## config.mk

```make
export PLATFORM = sky130hd
export DESIGN_NAME = lin_brk_unit
export DESIGN_NICKNAME = d
export VERILOG_FILES = /design/src/rtl/lin_brk_pkg.sv /design/src/rtl/lin_brk_gen.sv /design/src/rtl/lin_brk_det.sv /design/src/rtl/lin_brk_unit.sv
export SDC_FILE = /design/constraint.sdc
export NUM_CORES = 1
export LEC_CHECK = 0
export ABC_AREA = 1
export BUFFER_PORTS_ARGS = -buffer_cell sky130_fd_sc_hd__buf_2
export CORE_ASPECT_RATIO = 0.7
export CORE_MARGIN = 2
export CORE_UTILIZATION = 25
export CTS_BUF_LIST = sky130_fd_sc_hd__clkbuf_16
export DETAILED_ROUTE_END_ITERATION = 16
export SLEW_MARGIN = 20
export SYNTH_ARGS = -nofsm -noshare
export SYNTH_HDL_FRONTEND = slang
export SYNTH_SLANG_ARGS = --single-unit
```

## constraint.sdc

```tcl
create_clock -name clk -period 3.4 [get_ports clk]
set_input_delay 0.51 -clock clk [delete_from_list [all_inputs] [get_ports clk]]
set_output_delay 0.51 -clock clk [all_outputs]
set_load 0.01 [all_outputs]
```

## src/rtl/lin_brk_pkg.sv

```systemverilog
package lin_brk_pkg;
  localparam int LEN_CODE_W = 2;
  localparam int LEN_BASE   = 13;
  localparam int DET_TICKS  = 11;

  typedef logic [LEN_CODE_W-1:0] len_code_t;

  function automatic int brk_len(input len_code_t code);
    return LEN_BASE + int'(code);
  endfunction
endpackage

```

## src/rtl/lin_brk_gen.sv

```systemverilog
module lin_brk_gen
  import lin_brk_pkg::*;
#(
  parameter int BASE_LEN = LEN_BASE,
  parameter int CODE_W   = LEN_CODE_W
) (
  input  logic              clk,
  input  logic              rst_n,
  input  logic              en,
  input  logic              tick,
  input  logic              abort,
  input  logic              req,
  input  logic [CODE_W-1:0] code,
  output logic              active,
  output logic              done
);
  localparam int MAX_LEN = BASE_LEN + (1 << CODE_W) - 1;
  localparam int CW      = $clog2(MAX_LEN + 1);

  logic          act_q, act_d;
  logic          done_q, done_d;
  logic [CW-1:0] cnt_q, cnt_d;
  logic [CW-1:0] last_q, last_d;

  always_comb begin
    act_d  = act_q;
    cnt_d  = cnt_q;
    last_d = last_q;
    done_d = 1'b0;
    if (abort || !en) begin
      act_d = 1'b0;
      cnt_d = '0;
    end else if (!act_q) begin
      if (req) begin
        act_d  = 1'b1;
        cnt_d  = '0;
        last_d = CW'(BASE_LEN - 1) + CW'(code);
      end
    end else if (tick) begin
      if (cnt_q == last_q) begin
        act_d  = 1'b0;
        done_d = 1'b1;
      end else begin
        cnt_d = cnt_q + 1'b1;
      end
    end
  end

  always_ff @(posedge clk or negedge rst_n) begin
    if (!rst_n) begin
      act_q  <= 1'b0;
      done_q <= 1'b0;
      cnt_q  <= '0;
      last_q <= '0;
    end else begin
      act_q  <= act_d;
      done_q <= done_d;
      cnt_q  <= cnt_d;
      last_q <= last_d;
    end
  end

  assign active = act_q;
  assign done   = done_q;
endmodule

```

## src/rtl/lin_brk_det.sv

```systemverilog
module lin_brk_det
  import lin_brk_pkg::*;
#(
  parameter int MIN_TICKS = DET_TICKS
) (
  input  logic clk,
  input  logic rst_n,
  input  logic en,
  input  logic tick,
  input  logic rearm,
  input  logic rxd,
  output logic rxd_sync,
  output logic detect
);
  localparam int RW = $clog2(MIN_TICKS + 1);

  logic          s1_q, s2_q;
  logic          armed_q, armed_d;
  logic [RW-1:0] run_q, run_d;
  logic          hit;

  always_comb begin
    run_d   = run_q;
    armed_d = armed_q;
    hit     = 1'b0;
    if (rearm) begin
      run_d   = '0;
      armed_d = 1'b1;
    end else if (!en || s2_q) begin
      run_d = '0;
    end else if (tick) begin
      if (run_q == RW'(MIN_TICKS - 1) && armed_q) begin
        hit     = 1'b1;
        armed_d = 1'b0;
      end
      if (run_q < RW'(MIN_TICKS)) run_d = run_q + 1'b1;
    end
  end

  always_ff @(posedge clk or negedge rst_n) begin
    if (!rst_n) begin
      s1_q    <= 1'b1;
      s2_q    <= 1'b1;
      run_q   <= '0;
      armed_q <= 1'b1;
    end else begin
      s1_q    <= rxd;
      s2_q    <= s1_q;
      run_q   <= run_d;
      armed_q <= armed_d;
    end
  end

  assign rxd_sync = s2_q;
  assign detect   = hit;
endmodule

```

## src/rtl/lin_brk_unit.sv

```systemverilog
module lin_brk_unit
  import lin_brk_pkg::*;
(
  input  logic                  clk,
  input  logic                  rst_n,
  input  logic                  bit_tick,
  input  logic                  lin_mode,
  input  logic                  unit_clr,
  input  logic [LEN_CODE_W-1:0] len_code,
  input  logic                  brk_req,
  input  logic                  flag_clr,
  input  logic                  irq_en,
  input  logic                  ovr_en,
  input  logic                  ovr_level,
  input  logic                  uart_txd,
  input  logic                  rxd,
  output logic                  txd,
  output logic                  rxd_level,
  output logic                  brk_flag,
  output logic                  brk_irq,
  output logic                  brk_done
);
  logic gen_active;
  logic det_hit;
  logic flag_q, flag_d;

  lin_brk_gen #(.BASE_LEN(LEN_BASE), .CODE_W(LEN_CODE_W)) u_gen (
    .clk    (clk),
    .rst_n  (rst_n),
    .en     (lin_mode),
    .tick   (bit_tick),
    .abort  (unit_clr),
    .req    (brk_req),
    .code   (len_code),
    .active (gen_active),
    .done   (brk_done)
  );

  lin_brk_det #(.MIN_TICKS(DET_TICKS)) u_det (
    .clk      (clk),
    .rst_n    (rst_n),
    .en       (lin_mode),
    .tick     (bit_tick),
    .rearm    (unit_clr),
    .rxd      (rxd),
    .rxd_sync (rxd_level),
    .detect   (det_hit)
  );

  always_comb begin
    flag_d = flag_q;
    if (unit_clr)      flag_d = 1'b0;
    else if (det_hit)  flag_d = 1'b1;
    else if (flag_clr) flag_d = 1'b0;
  end

  always_ff @(posedge clk or negedge rst_n) begin
    if (!rst_n) flag_q <= 1'b0;
    else        flag_q <= flag_d;
  end

  always_comb begin
    if (ovr_en)          txd = ovr_level;
    else if (gen_active) txd = 1'b0;
    else                 txd = uart_txd;
  end

  assign brk_flag = flag_q;
  assign brk_irq  = flag_q & irq_en;
endmodule

```

==> flow_metrics.py, run 1 <==
metrics = {
    "worst_setup_path": {
        "crit_buf_inv": 2,
        "crit_family": "flip-flops",
        "crit_path_start": "u_gen.active",
        "r2r-start": "u_gen.cnt_q[1]",
        "path_class": "register to output port",
        "endpoint_kind": "output port",
        "crit_chain": "inv_2 -> nand2_1 -> o21ai_1 -> buf_2",
        "r2r_slack_ns": 2.10,
        "arrival_ns": 1.06,
        "cp_max_fo": 5,
        "rr_worst_depth": 6,
        "slowest_delay_ns": 0.41,
        "r2r-end": "u_gen.cnt_q[4]",
        "start_kind": "register",
        "cp_slowest_cell": "dfrtp_1",
        "cp.required_ns": 2.89,
    },
    "floorplan": {
        "rows": 19,
        "start_util_pct": 25.8,
        "die_h_um": 57.0,
        "die_w_um": 79.8,
        "io_pins": 19,
        "die-area_sq_um": 4550,
        "coreArea_sq_um": 3900,
    },
    "hold_path": {
        "worstHoldPathType": "input pin to async pin",
    },
    "routing": {
        "vias": 859,
        "viasPerCell": 4.21,
        "firstDrtPassIters": 4,
        "routedWlPerCell_um": 10.3,
        "drt_iter0_drc": 45,
        "routed_wl_um": 2110,
        "antenna_left": 0,
        "drc": 0,
    },
    "layout": {
        "diodes": 0,
        "finalNonFillerCells": 204,
        "final_nets": 170,
        "fin_util_pct": 31.8,
        "drive_gt1_share_pct": 23.0,
        "syn_to_final_growth_pct": 23.3,
        "final_area_sq_um": 1240,
    },
    "clocking": {
        "post_cts_resized": 0,
        "cts_hold_buf": 0,
        "clockBufferDepth": 2,
        "clkSinkCount": 18,
        "cts_tree": "built",
        "insertion_delay_ns": 0.25,
        "cts_root_buf": "clkbuf_16",
        "h-tree-depth": 1,
        "path_clk_slew_ns": 0.05,
        "post_cts_buffers": 0,
        "cts_buffers": 3,
    },
    "logic_synthesis": {
        "ys_seq_elements": 18,
        "synthTopCellsByCount": "nand2_1, nor2_1, inv_1",
        "syn_nets": 147,
        "synth_area_sq_um": 1000,
        "synth_edf_count": 0,
        "ys.flop_type": "dfrtp_1",
        "synth_area_leaders": "dfrtp_1, nand2_1, dfstp_2",
        "ys_seq_area_share_pct": 45.2,
        "async_flop_share_pct": 100,
        "synth_cell_types": 23,
        "syn_inst": 130,
        "synth_top_area_share_pct": 37.4,
        "yosysMostFrequentCell": "nand2_1",
        "yosysTopAreaCell": "dfrtp_1",
        "synth_warnings": 0,
        "synth_area_per_cell_sq_um": 7.73,
    },
    "placement": {
        "placed_area_sq_um": 1160,
        "hpwl_um": 1640,
        "placed_cells": 200,
        "pre_cts_slack_ns": 2.00,
        "gp_congestion": 0.824,
        "numPortBuffers": 18,
    },
    "global_routing": {
        "grt_pass1_vias": 788,
        "antenna_found_initial": 0,
        "grt_start_max_net_pins": 19,
        "grt-ovfl-total": 0,
        "track_usage_pct": 10.2,
        "grt_pass1_wl_um": 3530,
    },
    "timing": {
        "fin_setup_tns_ns": 0,
        "fin_worst_skew_ns": 0.00541,
        "period_minus_slack_ns": 1.57,
        "fin_crit_sh_pct": 46.1,
        "drv_slew": 0,
        "rsz0062_at_grt": "no",
        "timing.fmax_ghz": 0.638,
        "setup_violations": 0,
        "worst_slack_ns": 1.83,
        "finalHoldViolCount": 0,
        "slew_headroom_pct": 71.9,
        "worst_pin_slew_ns": 0.422,
    },
    "job": {
        "maxCapViolations": 0,
    },
    "power": {
        "p_leak_uw": 0.000639,
        "pwr_density_cell_nw_per_um2": 409,
        "ir_worst_vdd_uv": 220,
    },
    "outcome": {
        "status": "completed",
    },
}
## cells by family (layout without fill, tap and decap cells)
| group | after synthesis | after routing | share of synthesized area (%) |
|---|---|---|---|
| and+or+nand+nor | 74 | 74 | 33.3 |
| AOI/OAI and AO/OA | 11 | 11 | 7.22 |
| adders and majority gates | 3 | 3 | 3.74 |
| xor gates and xnor gates | 2 | 2 | 1.74 |
| buffers and inverters | 21 | 43 | 7.85 |
| muxes | 1 | 1 | 0.996 |
| DFF | 18 | 18 | 45.2 |
## worst max path at each step
stage,depth (start not counted),slack (ns),endpoint
after floorplan,2,2.15,txd
after global placement,4,2.03,txd
after detailed placement,7,2.00,u_gen.last_q[1]
after CTS,4,1.82,txd
after global routing,4,1.75,txd
final,4,1.83,txd
## state kept, by name (all words and copies together) (netlist names)
register        count
u_det.s1_q          1
u_det.run_q         4
u_det.armed_q       1
u_gen.done          1
u_gen.active        1
u_det.rxd_sync      1
u_gen.last_q        3
brk_flag            1
u_gen.cnt_q         5
## where the power goes
part | internal (uW) | switching [uW] | leakage [uW]
logic | 17.9 | 31.5 | 0.000368
registers | 222 | 5.01 | 0.000229
clock network | 156 | 74.0 | 0.0000423
## per-stage QoR
stage | hold slack (ns) | power (uW)
after floorplan | 0.214 | 259
after global placement | 0.347 | 280
after detailed placement | 0.347 | 280
after CTS | 0.210 | 515
after global routing | 0.218 | 532
final | 0.196 | 506
## metal layers
metal	GRT usage (%)	routed length, um	up-vias
met5	0	0	-
met4	4.36	31	0
met2	14.5	875	20
met1	14.2	1090	383
met3	3.48	115	2
li1	-	-	454
## cells in the final DEF (no fill, tap or decap), types with 4 or more instances in the layout
master / count
a21oi_1: 5
buf_2: 18
dfrtp_1: 15
inv_1: 18
inv_2: 4
nand2_1: 33
nand3_1: 8
nand4_1: 7
nor2_1: 19
## layout make-up
type / instances / area [sq um]
clock buffers: 3 / 75.1
clock inverters: 1 / 3.75
fillers: 432 / 2660
inverters: 21 / 78.8
multi-input cells: 91 / 472
flip-flops and latches: 18 / 454
well taps: 52 / 65.1
repair buffers: 18 / 90.1
Power figures use the tool's default switching activity.
==> inputs of run 2 (changes only) <==
--- a/config.mk
+++ b/config.mk
@@ -5,7 +5,7 @@
 export SDC_FILE = /design/constraint.sdc
 export NUM_CORES = 1
 export LEC_CHECK = 0
-export ABC_AREA = 1
+export ABC_AREA = 0
 export BUFFER_PORTS_ARGS = -buffer_cell sky130_fd_sc_hd__buf_2
 export CORE_ASPECT_RATIO = 0.7
 export CORE_MARGIN = 2
==> constraint.sdc (replaced) <==
create_clock -name clk -period 1.35 [get_ports clk]
set_input_delay 0.2025 -clock clk [delete_from_list [all_inputs] [get_ports clk]]
set_output_delay 0.2025 -clock clk [all_outputs]
set_load 0.01 [all_outputs]
==> run 2 against run 1 <==
  * The run now ends with setup timing left
  * First-iteration DRC count is 20% lower
  * Critical path depth stayed put
  * Flip-flop and latch count stayed put
  * Largest cell class unchanged
  * Largest power group unchanged
==> flow_metrics.py, run 2 <==
metrics = {
    "outcome": {
        "status": "complete, but fails checks",
        "failed_checks": "setup timing",
    },
    "power": {
        "pwr_density_cell_nw_per_um2": 1000,
        "p_leak_uw": 0.000556,
        "ir_worst_vdd_uv": 381,
    },
    "floorplan": {
        "die_h_um": 55.2,
        "coreArea_sq_um": 3560,
        "die-area_sq_um": 4260,
        "io_pins": 19,
        "die_w_um": 77.2,
        "start_util_pct": 26.3,
        "rows": 18,
    },
    "routing": {
        "antenna_left": 0,
        "vias": 743,
        "routed_wl_um": 1900,
        "firstDrtPassIters": 4,
        "drt_iter0_drc": 36,
        "viasPerCell": 4.53,
        "routedWlPerCell_um": 11.6,
        "drc": 0,
    },
    "timing": {
        "finalHoldViolCount": 0,
        "fin_worst_skew_ns": 0.00295,
        "timing.fmax_ghz": 0.724,
        "worst_pin_slew_ns": 0.398,
        "rsz0062_at_grt": "yes",
        "setup_violations": 3,
        "fin_crit_sh_pct": 102,
        "drv_slew": 0,
        "hold_slack_ns": 0.0520,
        "worst_slack_ns": -0.0320,
        "period_minus_slack_ns": 1.38,
        "slew_headroom_pct": 73.4,
    },
    "layout": {
        "drive_gt1_share_pct": 46.5,
        "fillers": 387,
        "largest_reg_flops": 5,
        "final_cell_mix": "buf_2, dfrtp_1, buf_4",
        "multi_input_area_sq_um": 513,
        "regMostFlops": "u_gen.cnt_q",
        "final_nets": 132,
        "reg.largest.list": "u_gen.cnt_q x5, u_det.run_q x4, u_gen.last_q x3",
        "syn_to_final_growth_pct": 37.8,
        "finalNonFillerCells": 164,
        "final_common_cell": "buf_2",
        "diodes": 0,
        "seq_area_sq_um": 454,
    },
    "placement": {
        "gp_congestion": 0.811,
        "numPortBuffers": 18,
        "hpwl_um": 1450,
        "placed_cells": 157,
    },
    "global_routing": {
        "antenna_found_initial": 0,
        "grt_pass1_vias": 723,
        "grt_start_max_net_pins": 19,
        "grt-ovfl-total": 0,
        "grt_pass1_wl_um": 3220,
        "track_usage_pct": 9.72,
    },
    "clocking": {
        "insertion_delay_ns": 0.25,
        "clockBufferDepth": 2,
        "path_clk_slew_ns": 0.05,
        "clkSinkCount": 18,
        "cts_buffers": 3,
        "cts_tree": "built",
        "cts_root_buf": "clkbuf_16",
        "h-tree-depth": 1,
    },
    "logic_synthesis": {
        "synth_edf_count": 0,
        "synth_top_area_share_pct": 40.1,
        "async_flop_share_pct": 100,
        "synthTopCellsByCount": "dfrtp_1, nand2_1, nand2b_1, nand3_1, nor2_1",
        "syn_nets": 100,
        "ys_seq_elements": 18,
        "synth_area_per_cell_sq_um": 11.3,
        "ys.flop_type": "dfrtp_1",
        "ys_seq_area_share_pct": 48.5,
        "synth_cell_types": 39,
        "syn_inst": 83,
        "yosysTopAreaCell": "dfrtp_1",
        "synth_area_leaders": "dfrtp_1, dfstp_2, ha_1",
        "yosysMostFrequentCell": "dfrtp_1",
        "synth_warnings": 0,
        "synth_area_sq_um": 937,
    },
    "worst_setup_path": {
        "r2r-start": "u_gen.cnt_q[2]",
        "crit_path_start": "u_gen.cnt_q[2]",
        "start_kind": "register",
        "endpoint_kind": "register",
        "path_class": "register to register",
        "cp.required_ns": 1.49,
        "arrival_ns": 1.52,
        "cp_max_fo": 7,
    },
    "job": {
        "maxCapViolations": 0,
    },
    "hold_path": {
        "worstHoldPathType": "input pin to register",
        "min-delay-start": "rxd",
    },
}
==> run 2: changes by cell type in the layout (fill, tap and decap cells not counted), sizes merged, moves of 3 or more <==
cell    previous run  this run
inv               22         4
a21oi              5         2
nand4              7         1
nand2             35         6
nand3             10         5
nor2              21         4
nand2b             0         5
buf               18        27
==> run 2: cell type report <==
type	count	share of cell area, %
tap	50	4.84
sequential	18	35.2
inverter	3	0.872
timing repair buffer	28	13.3
clock buffer	3	5.81
clock inverter	1	0.291
multi-input combinational	61	39.7
==> run 2: cell families (layout without fill, tap and decap cells) <==
family / after synthesis / in the layout / synth area share (%)
fa+ha+maj: 3 / 3 / 4.01
flops: 18 / 18 / 48.5
compound gates: 16 / 16 / 15.4
buf+inv: 4 / 35 / 1.74
simple gates: 34 / 34 / 21.5
xor+xnor: 5 / 5 / 5.48
mux: 3 / 3 / 3.47
==> run 2: layer usage <==
metal / global-route usage (%) / vias up / wire length (um)
met5: 0 / - / 0
met4: 3.83 / 0 / 18
met3: 3.92 / 2 / 112
met2: 13.4 / 18 / 847
met1: 13.5 / 362 / 917
li1: - / 361 / -
==> run 2: per-stage QoR <==
stage          setup TNS [ns]  power, uW  setup WS, ns  utilization (%)  cell area, sq um
2_1_floorplan               0        653        0.0393                -               937
3_3_place_gp                0        705        0.0207             32.0              1140
3_5_place_dp          -0.0336        710       -0.0140             32.0              1140
4_1_cts               -0.0110       1320      -0.00989             34.7              1230
5_1_grt                -0.514       1360        -0.118             36.3              1290
6_report              -0.0535       1300       -0.0320             36.3              1290
==> run 2: critical path, cell delays in order, from the launching register on <==
cell and delay [ns]:
dfrtp_1 0.40, and3_4 0.19, o2111ai_4 0.33, o211ai_1 0.15
a21o_1 0.19
==> run 2: timing repair <==
item / in CTS / in global routing
hold endpoints to repair: 15 / 0
gates resized for setup: 1 / 12
hold buffers: 1 / 0
pin swaps: 3 / 5
setup buffers: 0 / 2
endpoints found under the setup margin: 5 / 13
==> run 2: worst paths after layout <==
check                                 endpoint  slack, ns  depth (start not counted)
worst max register to register  u_gen.cnt_q[3]      -0.03                          4
worst max-delay path            u_gen.cnt_q[3]      -0.03                          4
worst min-delay path                u_det.s1_q       0.05                          1
worst min register to register  u_det.rxd_sync       0.35                          0
max in group asynchronous       u_det.rxd_sync       0.62                          2
min in group asynchronous       u_det.run_q[0]       0.41                          2
==> run 2: power by group <==
group          total [uW]  leakage [uW]  internal, uW  switching (uW)
logic                 132      0.000282          65.6            66.6
clock network         585     0.0000423           393             192
registers             579      0.000231           562            17.4
total                1300      0.000556          1020             276
